**src/rtl/bcg_pkg.sv**
```systemverilog
package bcg_pkg;
  typedef enum logic [2:0] {
    ST_RUN      = 3'd0,  // drive line low, count idle
    ST_DEASSERT = 3'd1,  // drive line high for one clock
    ST_CHECK    = 3'd2,  // released, watch for veto
    ST_STOP     = 3'd3,  // clock stopped
    ST_WAKE     = 3'd4   // drive low, clock still stopped
  } bcg_state_e;
endpackage

```
**src/rtl/bcg_sync.sv**
```systemverilog
module bcg_sync #(
  parameter int   STAGES  = 2,
  parameter logic RST_VAL = 1'b0
) (
  input  logic clk_i,
  input  logic rst_ni,
  input  logic d_i,
  output logic q_o
);
  logic [STAGES-1:0] pipe_q;

  generate
    for (genvar i = 0; i < STAGES; i++) begin : g_stage
      if (i == 0) begin : g_first
        always_ff @(posedge clk_i or negedge rst_ni) begin
          if (!rst_ni) pipe_q[0] <= RST_VAL;
          else         pipe_q[0] <= d_i;
        end
      end else begin : g_next
        always_ff @(posedge clk_i or negedge rst_ni) begin
          if (!rst_ni) pipe_q[i] <= RST_VAL;
          else         pipe_q[i] <= pipe_q[i-1];
        end
      end
    end
  endgenerate

  assign q_o = pipe_q[STAGES-1];
endmodule

```
**src/rtl/bcg_idle_cnt.sv**
```systemverilog
module bcg_idle_cnt #(
  parameter int IDLE_CYC = 29
) (
  input  logic clk_i,
  input  logic rst_ni,
  input  logic run_i,
  input  logic act_i,
  output logic expire_o
);
  localparam int CNT_W = $clog2(IDLE_CYC + 1);
  localparam logic [CNT_W-1:0] LAST = CNT_W'(IDLE_CYC - 1);

  logic [CNT_W-1:0] cnt_q;

  always_ff @(posedge clk_i or negedge rst_ni) begin
    if (!rst_ni)                cnt_q <= '0;
    else if (!run_i || act_i)   cnt_q <= '0;
    else if (cnt_q != LAST)     cnt_q <= cnt_q + 1'b1;
  end

  assign expire_o = run_i && !act_i && (cnt_q == LAST);
endmodule

```
**src/rtl/bcg_fsm.sv**
```systemverilog
module bcg_fsm
  import bcg_pkg::*;
#(
  parameter int CHK_CYC     = 6,
  parameter int WAKE_CYC    = 1,
  parameter int SYNC_STAGES = 2
) (
  input  logic       clk_i,
  input  logic       rst_ni,
  input  logic       idle_done_i,
  input  logic       act_i,
  input  logic       line_s_i,
  output bcg_state_e state_o
);
  localparam int WMAX  = (CHK_CYC > WAKE_CYC) ? CHK_CYC : WAKE_CYC;
  localparam int WIN_W = $clog2(WMAX + 1);
  localparam logic [WIN_W-1:0] CHK_LAST  = WIN_W'(CHK_CYC - 1);
  localparam logic [WIN_W-1:0] WAKE_LAST = WIN_W'(WAKE_CYC - 1);
  // first window clocks still show the line as it was while driven
  localparam logic [WIN_W-1:0] IGN_CNT   = WIN_W'(SYNC_STAGES - 1);

  bcg_state_e       state_q, state_d;
  logic [WIN_W-1:0] win_q, win_d;
  logic             veto;

  assign veto = (win_q >= IGN_CNT) && !line_s_i;

  always_comb begin
    state_d = state_q;
    win_d   = '0;
    unique case (state_q)
      ST_RUN: begin
        if (idle_done_i) state_d = ST_DEASSERT;
      end
      ST_DEASSERT: begin
        state_d = act_i ? ST_RUN : ST_CHECK;
      end
      ST_CHECK: begin
        if (act_i || veto)          state_d = ST_RUN;
        else if (win_q == CHK_LAST) state_d = ST_STOP;
        else                        win_d   = win_q + 1'b1;
      end
      ST_STOP: begin
        if (act_i || !line_s_i) state_d = ST_WAKE;
      end
      ST_WAKE: begin
        if (win_q == WAKE_LAST) state_d = ST_RUN;
        else                    win_d   = win_q + 1'b1;
      end
      default: state_d = ST_RUN;
    endcase
  end

  always_ff @(posedge clk_i or negedge rst_ni) begin
    if (!rst_ni) begin
      state_q <= ST_RUN;
      win_q   <= '0;
    end else begin
      state_q <= state_d;
      win_q   <= win_d;
    end
  end

  assign state_o = state_q;
endmodule

```
**src/rtl/bus_clk_gate_ctrl.sv**
```systemverilog
module bus_clk_gate_ctrl
  import bcg_pkg::*;
#(
  parameter int IDLE_CYC    = 29,
  parameter int CHK_CYC     = 6,
  parameter int WAKE_CYC    = 1,
  parameter int SYNC_STAGES = 2
) (
  input  logic clk_i,
  input  logic rst_ni,
  input  logic bus_cycle_i,
  input  logic int_req_i,
  input  logic serirq_act_i,
  input  logic req_line_i,
  output logic req_drive_o,
  output logic req_oe_o,
  output logic clk_stop_no
);
  bcg_state_e state;
  logic       line_sync;
  logic       any_act;
  logic       idle_done;
  logic       in_run;

  assign any_act = bus_cycle_i | int_req_i | serirq_act_i;
  assign in_run  = (state == ST_RUN);

  bcg_sync #(
    .STAGES  (SYNC_STAGES),
    .RST_VAL (1'b0)
  ) u_sync (
    .clk_i  (clk_i),
    .rst_ni (rst_ni),
    .d_i    (req_line_i),
    .q_o    (line_sync)
  );

  bcg_idle_cnt #(
    .IDLE_CYC (IDLE_CYC)
  ) u_idle (
    .clk_i    (clk_i),
    .rst_ni   (rst_ni),
    .run_i    (in_run),
    .act_i    (any_act),
    .expire_o (idle_done)
  );

  bcg_fsm #(
    .CHK_CYC     (CHK_CYC),
    .WAKE_CYC    (WAKE_CYC),
    .SYNC_STAGES (SYNC_STAGES)
  ) u_fsm (
    .clk_i       (clk_i),
    .rst_ni      (rst_ni),
    .idle_done_i (idle_done),
    .act_i       (any_act),
    .line_s_i    (line_sync),
    .state_o     (state)
  );

  assign req_oe_o    = (state == ST_RUN) || (state == ST_DEASSERT) || (state == ST_WAKE);
  assign req_drive_o = (state == ST_DEASSERT);
  assign clk_stop_no = !((state == ST_STOP) || (state == ST_WAKE));
endmodule

```
**config.mk**
```make
export PLATFORM = sky130hd
export DESIGN_NAME = bus_clk_gate_ctrl
export DESIGN_NICKNAME = d
export VERILOG_FILES = /design/src/rtl/bcg_pkg.sv /design/src/rtl/bcg_sync.sv /design/src/rtl/bcg_idle_cnt.sv /design/src/rtl/bcg_fsm.sv /design/src/rtl/bus_clk_gate_ctrl.sv
export SDC_FILE = /design/constraint.sdc
export NUM_CORES = 1
export LEC_CHECK = 0
export ABC_AREA = 1
export CAP_MARGIN = 10
export CELL_PAD_IN_SITES_DETAIL_PLACEMENT = 1
export CELL_PAD_IN_SITES_GLOBAL_PLACEMENT = 1
export CORE_MARGIN = 8
export CORE_UTILIZATION = 39
export CTS_CLUSTER_DIAMETER = 80
export DETAILED_ROUTE_END_ITERATION = 16
export GPL_TIMING_DRIVEN = 0
export PLACE_DENSITY_LB_ADDON = 0.1
export SLEW_MARGIN = 20
export SYNTH_ARGS = -nofsm -noshare
export SYNTH_HDL_FRONTEND = slang
export SYNTH_SLANG_ARGS = --single-unit
export TNS_END_PERCENT = 1
```
**constraint.sdc**
```tcl
create_clock -name clk_i -period 2.1 [get_ports clk_i]
set_clock_uncertainty 0.15 [all_clocks]
set_input_delay 0.525 -clock clk_i [delete_from_list [all_inputs] [get_ports clk_i]]
set_output_delay 0.525 -clock clk_i [all_outputs]
set_load 0.005 [all_outputs]
```
==> summary.md <==
| Metric | Value |
|---|---|
| Status | `finished, final reports clean` |
| Global Route Usage Sum | `11.2%` |
| Gpl congestion | `0.765` |
| Initial antenna violation count | `0` |
| RSZ-0062 raised after global routing | `no` |
| Worst reg2reg setup slack | `0.46 ns` |
| Seq/Total Area, Yosys | `40.7%` |
| Synth cell count leaders | `nand2_1 (24), inv_1 (19), dfrtp_1 (13)` |
| Antenna diodes | `0` |
| Layout cells sized above 1 | `17.9%` |
| Worst Path Max Fanout | `6` |
| GR peak layer | `met2` |
| Place WS | `0.112 ns` |
| Internal | `0.000336 W` |
| Worst path top cell family by delay | `flip-flops` |
| Vias in the first global route | `749` |
| WP data required | `1.42 ns` |
| Crit-path cells | `nand2_1 -> nor2_2 -> a21oi_1 -> dlygate4sd2_1` |
| Grt met3 use | `4.18%` |
| FP Rows | `16` |
| Syn Std Cell Area | `800 um^2` |
| Max_cap viols | `0` |
| Seq pwr share | `58.2%` |
| Crit path kind | `flip-flop to output pin` |
| Detailed placer's ending HPWL | `1410 um` |
| Synth Area per Inst | `7.69 um^2` |
| Logic pwr share | `6.1%` |
| Ys async rst share | `100%` |
| Post-synth EDFFs | `0` |
| CTS tree | `yes` |
| CP Launch Type | `flip-flop` |
| DRC | `0` |
| Post-DR wirelength/cell | `11.9 um` |
| WP buf/inv | `1` |
| Total negative slack | `0 ns` |
| Met2 Use GR | `20.4%` |
| Peak VDD IR | `0.286 mV` |
| Area occupied by registers | `328 um^2` |
| Final setup violation count | `0` |
| Final hold vios | `0` |
| Fmax achieved | `519 MHz` |
| Total routed wirelength | `1720 um` |
| Tcrit/Tclk final | `91.7%` |
| Initial DRC Count | `13` |
| Largest net degree at the start of global routing | `14` |
| Sw Ratio | `23.2%` |
| Die X-Extent | `61.3 um` |
| Hold Crit Class | `flip-flop to flip-flop` |
| Tmin final | `1.93 ns` |
| Largest cells by area after synthesis | `dfrtp_1 (41%), nand2_1 (11%), inv_1 (8.9%)` |
| Synth unique cells | `21` |
| Power Density | `459 nW/um^2` |
| Slew at the pin closest to its max-slew limit | `0.575 ns` |
| Cell with the most instances after synthesis | `nand2_1` |
| Latest clock arrival within the worst-skew pair | `0.28 ns` |
| Total number of vias | `676` |
| Power share of the clock group | `35.7%` |
| Area leader, netlist | `dfrtp_1` |
| H-tree Lvls | `1` |
| WP data arrival | `1.25 ns` |
| Synth-to-Final Area Change | `19.1%` |
| Drt first pass iters | `2` |
| CTS Root Buffer Type | `clkbuf_4` |
| Routed Antenna Nets | `0` |
| Crit end category | `output pin` |
| Slowest stage delay, CP | `0.43 ns` |
| Synthesized Nets | `115` |
| Slew headroom | `61.5%` |
| Final WS setup | `0.174 ns` |
| Placeable Area | `1940 um^2` |
| Number of synthesized register bits | `13` |
| Post-Syn Instances | `104` |
| Io pins | `9` |
| Leakage power | `0.485 nW` |
| Fillers | `261` |
| CTS Buf Count | `3` |
| Multi-input logic area | `393 um^2` |
| Synth warn | `0` |
| Nets | `129` |
| Synth top area share | `40.7%` |
| Grt total ovfl | `0` |
| Placed inst area | `913 um^2` |
| Wire length of the first global-routing pass | `3160 um` |
| Initial Util | `41.2%` |
| Met1 GRT Util | `11.4%` |
| Synth Flop Type | `dfrtp_1` |
| Clock buffer depth | `2` |
| Vias per cell | `4.69` |
| Port bufs | `8` |
| Sink Count | `13` |
| Clock-pin transition on the worst setup and hold timing paths | `0.08 ns` |
| Critical-path top delay cell | `dfrtp_2` |
| Die Ht | `61.3 um` |
| Hold_buf cts | `0` |
| Fin. max-slew vios | `0` |
| Die Footprint | `3750 um^2` |
| Switching power total | `0.000102 W` |
| Final instance area | `952 um^2` |
state kept, by name, summed over array words and instances (netlist names):
name           count
u_fsm.state_o      3
u_sync.pipe_q      1
u_fsm.win_q        3
u_sync.q_o         1
u_idle.cnt_q       5
layout by cell type (no fill, tap or decap), drive strengths merged:
master         instances
ha                     5
nand3                  8
o21ai                  3
xor2                   1
clkbuf                 3
clkdlybuf4s50          5
a21oi                  4
nand4                  1
inv                   23
o21bai                 1
buf                    1
clkinv                 1
a211oi                 1
nor3                   2
nor2                  15
nand2                 26
dlygate4sd2            3
dfrtp                 13
a31oi                  1
per-stage QoR:
step	instances	hold slack (ns)	power [W]	utilization (%)
after floorplan	104	0.0794	0.000269	-
after global placement	139	0.183	0.000286	47.0
after detailed placement	139	0.192	0.000287	47.0
after CTS	144	0.211	0.000449	49.0
after global routing	144	0.233	0.000457	49.0
final	144	0.208	0.000437	49.0
final cells by class:
cell class,count,share of cell area (%)
Multi-Input combinational cell,68,41.3
Sequential cell,13,34.4
Inverter,23,9.07
Timing Repair Buffer,9,8.80
Tap cell,27,3.55
Clock buffer,3,2.37
Clock inverter,1,0.526
cells by family (layout without fill, tap and decap cells):
group / Yosys count / count (layout) / synth area share, %
AND/OR/NAND/NOR: 52 / 52 / 32.1
buffers and inverters: 23 / 36 / 10.8
flip-flops: 13 / 13 / 40.7
XOR/XNOR: 1 / 1 / 1.10
adder cells (fa/ha/maj): 5 / 5 / 7.82
AO/OA/AOI/OAI: 10 / 10 / 7.51
timing repair:
item | 4_1_cts | 5_1_grt
setup buffers | 1 | 0
endpoints found under the setup margin | 3 | 0
hold endpoints to repair | 0 | 0
gates resized for setup | 6 | 0
per-layer routing:
metal	part of all wire, %	wire length (um)
met4	0.47	8
met2	50	855
met5	0	0
met3	5.1	87
met1	45	765
power groups by stage:
stage	clock network (W)	logic, W	registers [W]
finish	0.000156	0.0000268	0.000254
global route	0.000172	0.0000304	0.000255
CTS	0.000167	0.0000274	0.000255
detailed placement	0	0.0000274	0.000260
global placement	0	0.0000267	0.000259
floorplan	0	0.00000987	0.000259
worst reg2reg max path, cell delays in order (launching register included):
cell and delay, ns:
dfrtp_1 0.38, inv_1 0.07, ha_1 0.20, nor2_1 0.14
nand2_1 0.07, nand2_1 0.10, nand2_1 0.06, nor2_1 0.17
nor2_4 0.08, nand3_1 0.07, nand2_1 0.05
worst paths after layout:
| check | start | to | depth (start not counted) |
|---|---|---|---|
| max in group asynchronous | rst_ni | u_fsm.state_o[2]$_DFFE_PN0P_ | 1 |
| min | u_sync.pipe_q[0]$_DFF_PN0_ | u_sync.q_o$_DFF_PN0_ | 0 |
| min in group asynchronous | rst_ni | u_fsm.state_o[0]$_DFFE_PN0P_ | 1 |
| max | u_fsm.state_o[1]$_DFFE_PN0P_ | clk_stop_no | 4 |
| min reg2reg | u_sync.pipe_q[0]$_DFF_PN0_ | u_sync.q_o$_DFF_PN0_ | 0 |
| max reg2reg | u_fsm.win_q[1]$_DFF_PN0_ | u_fsm.state_o[1]$_DFFE_PN0P_ | 10 |
No activity file was read; power rests on OpenSTA's default activity.
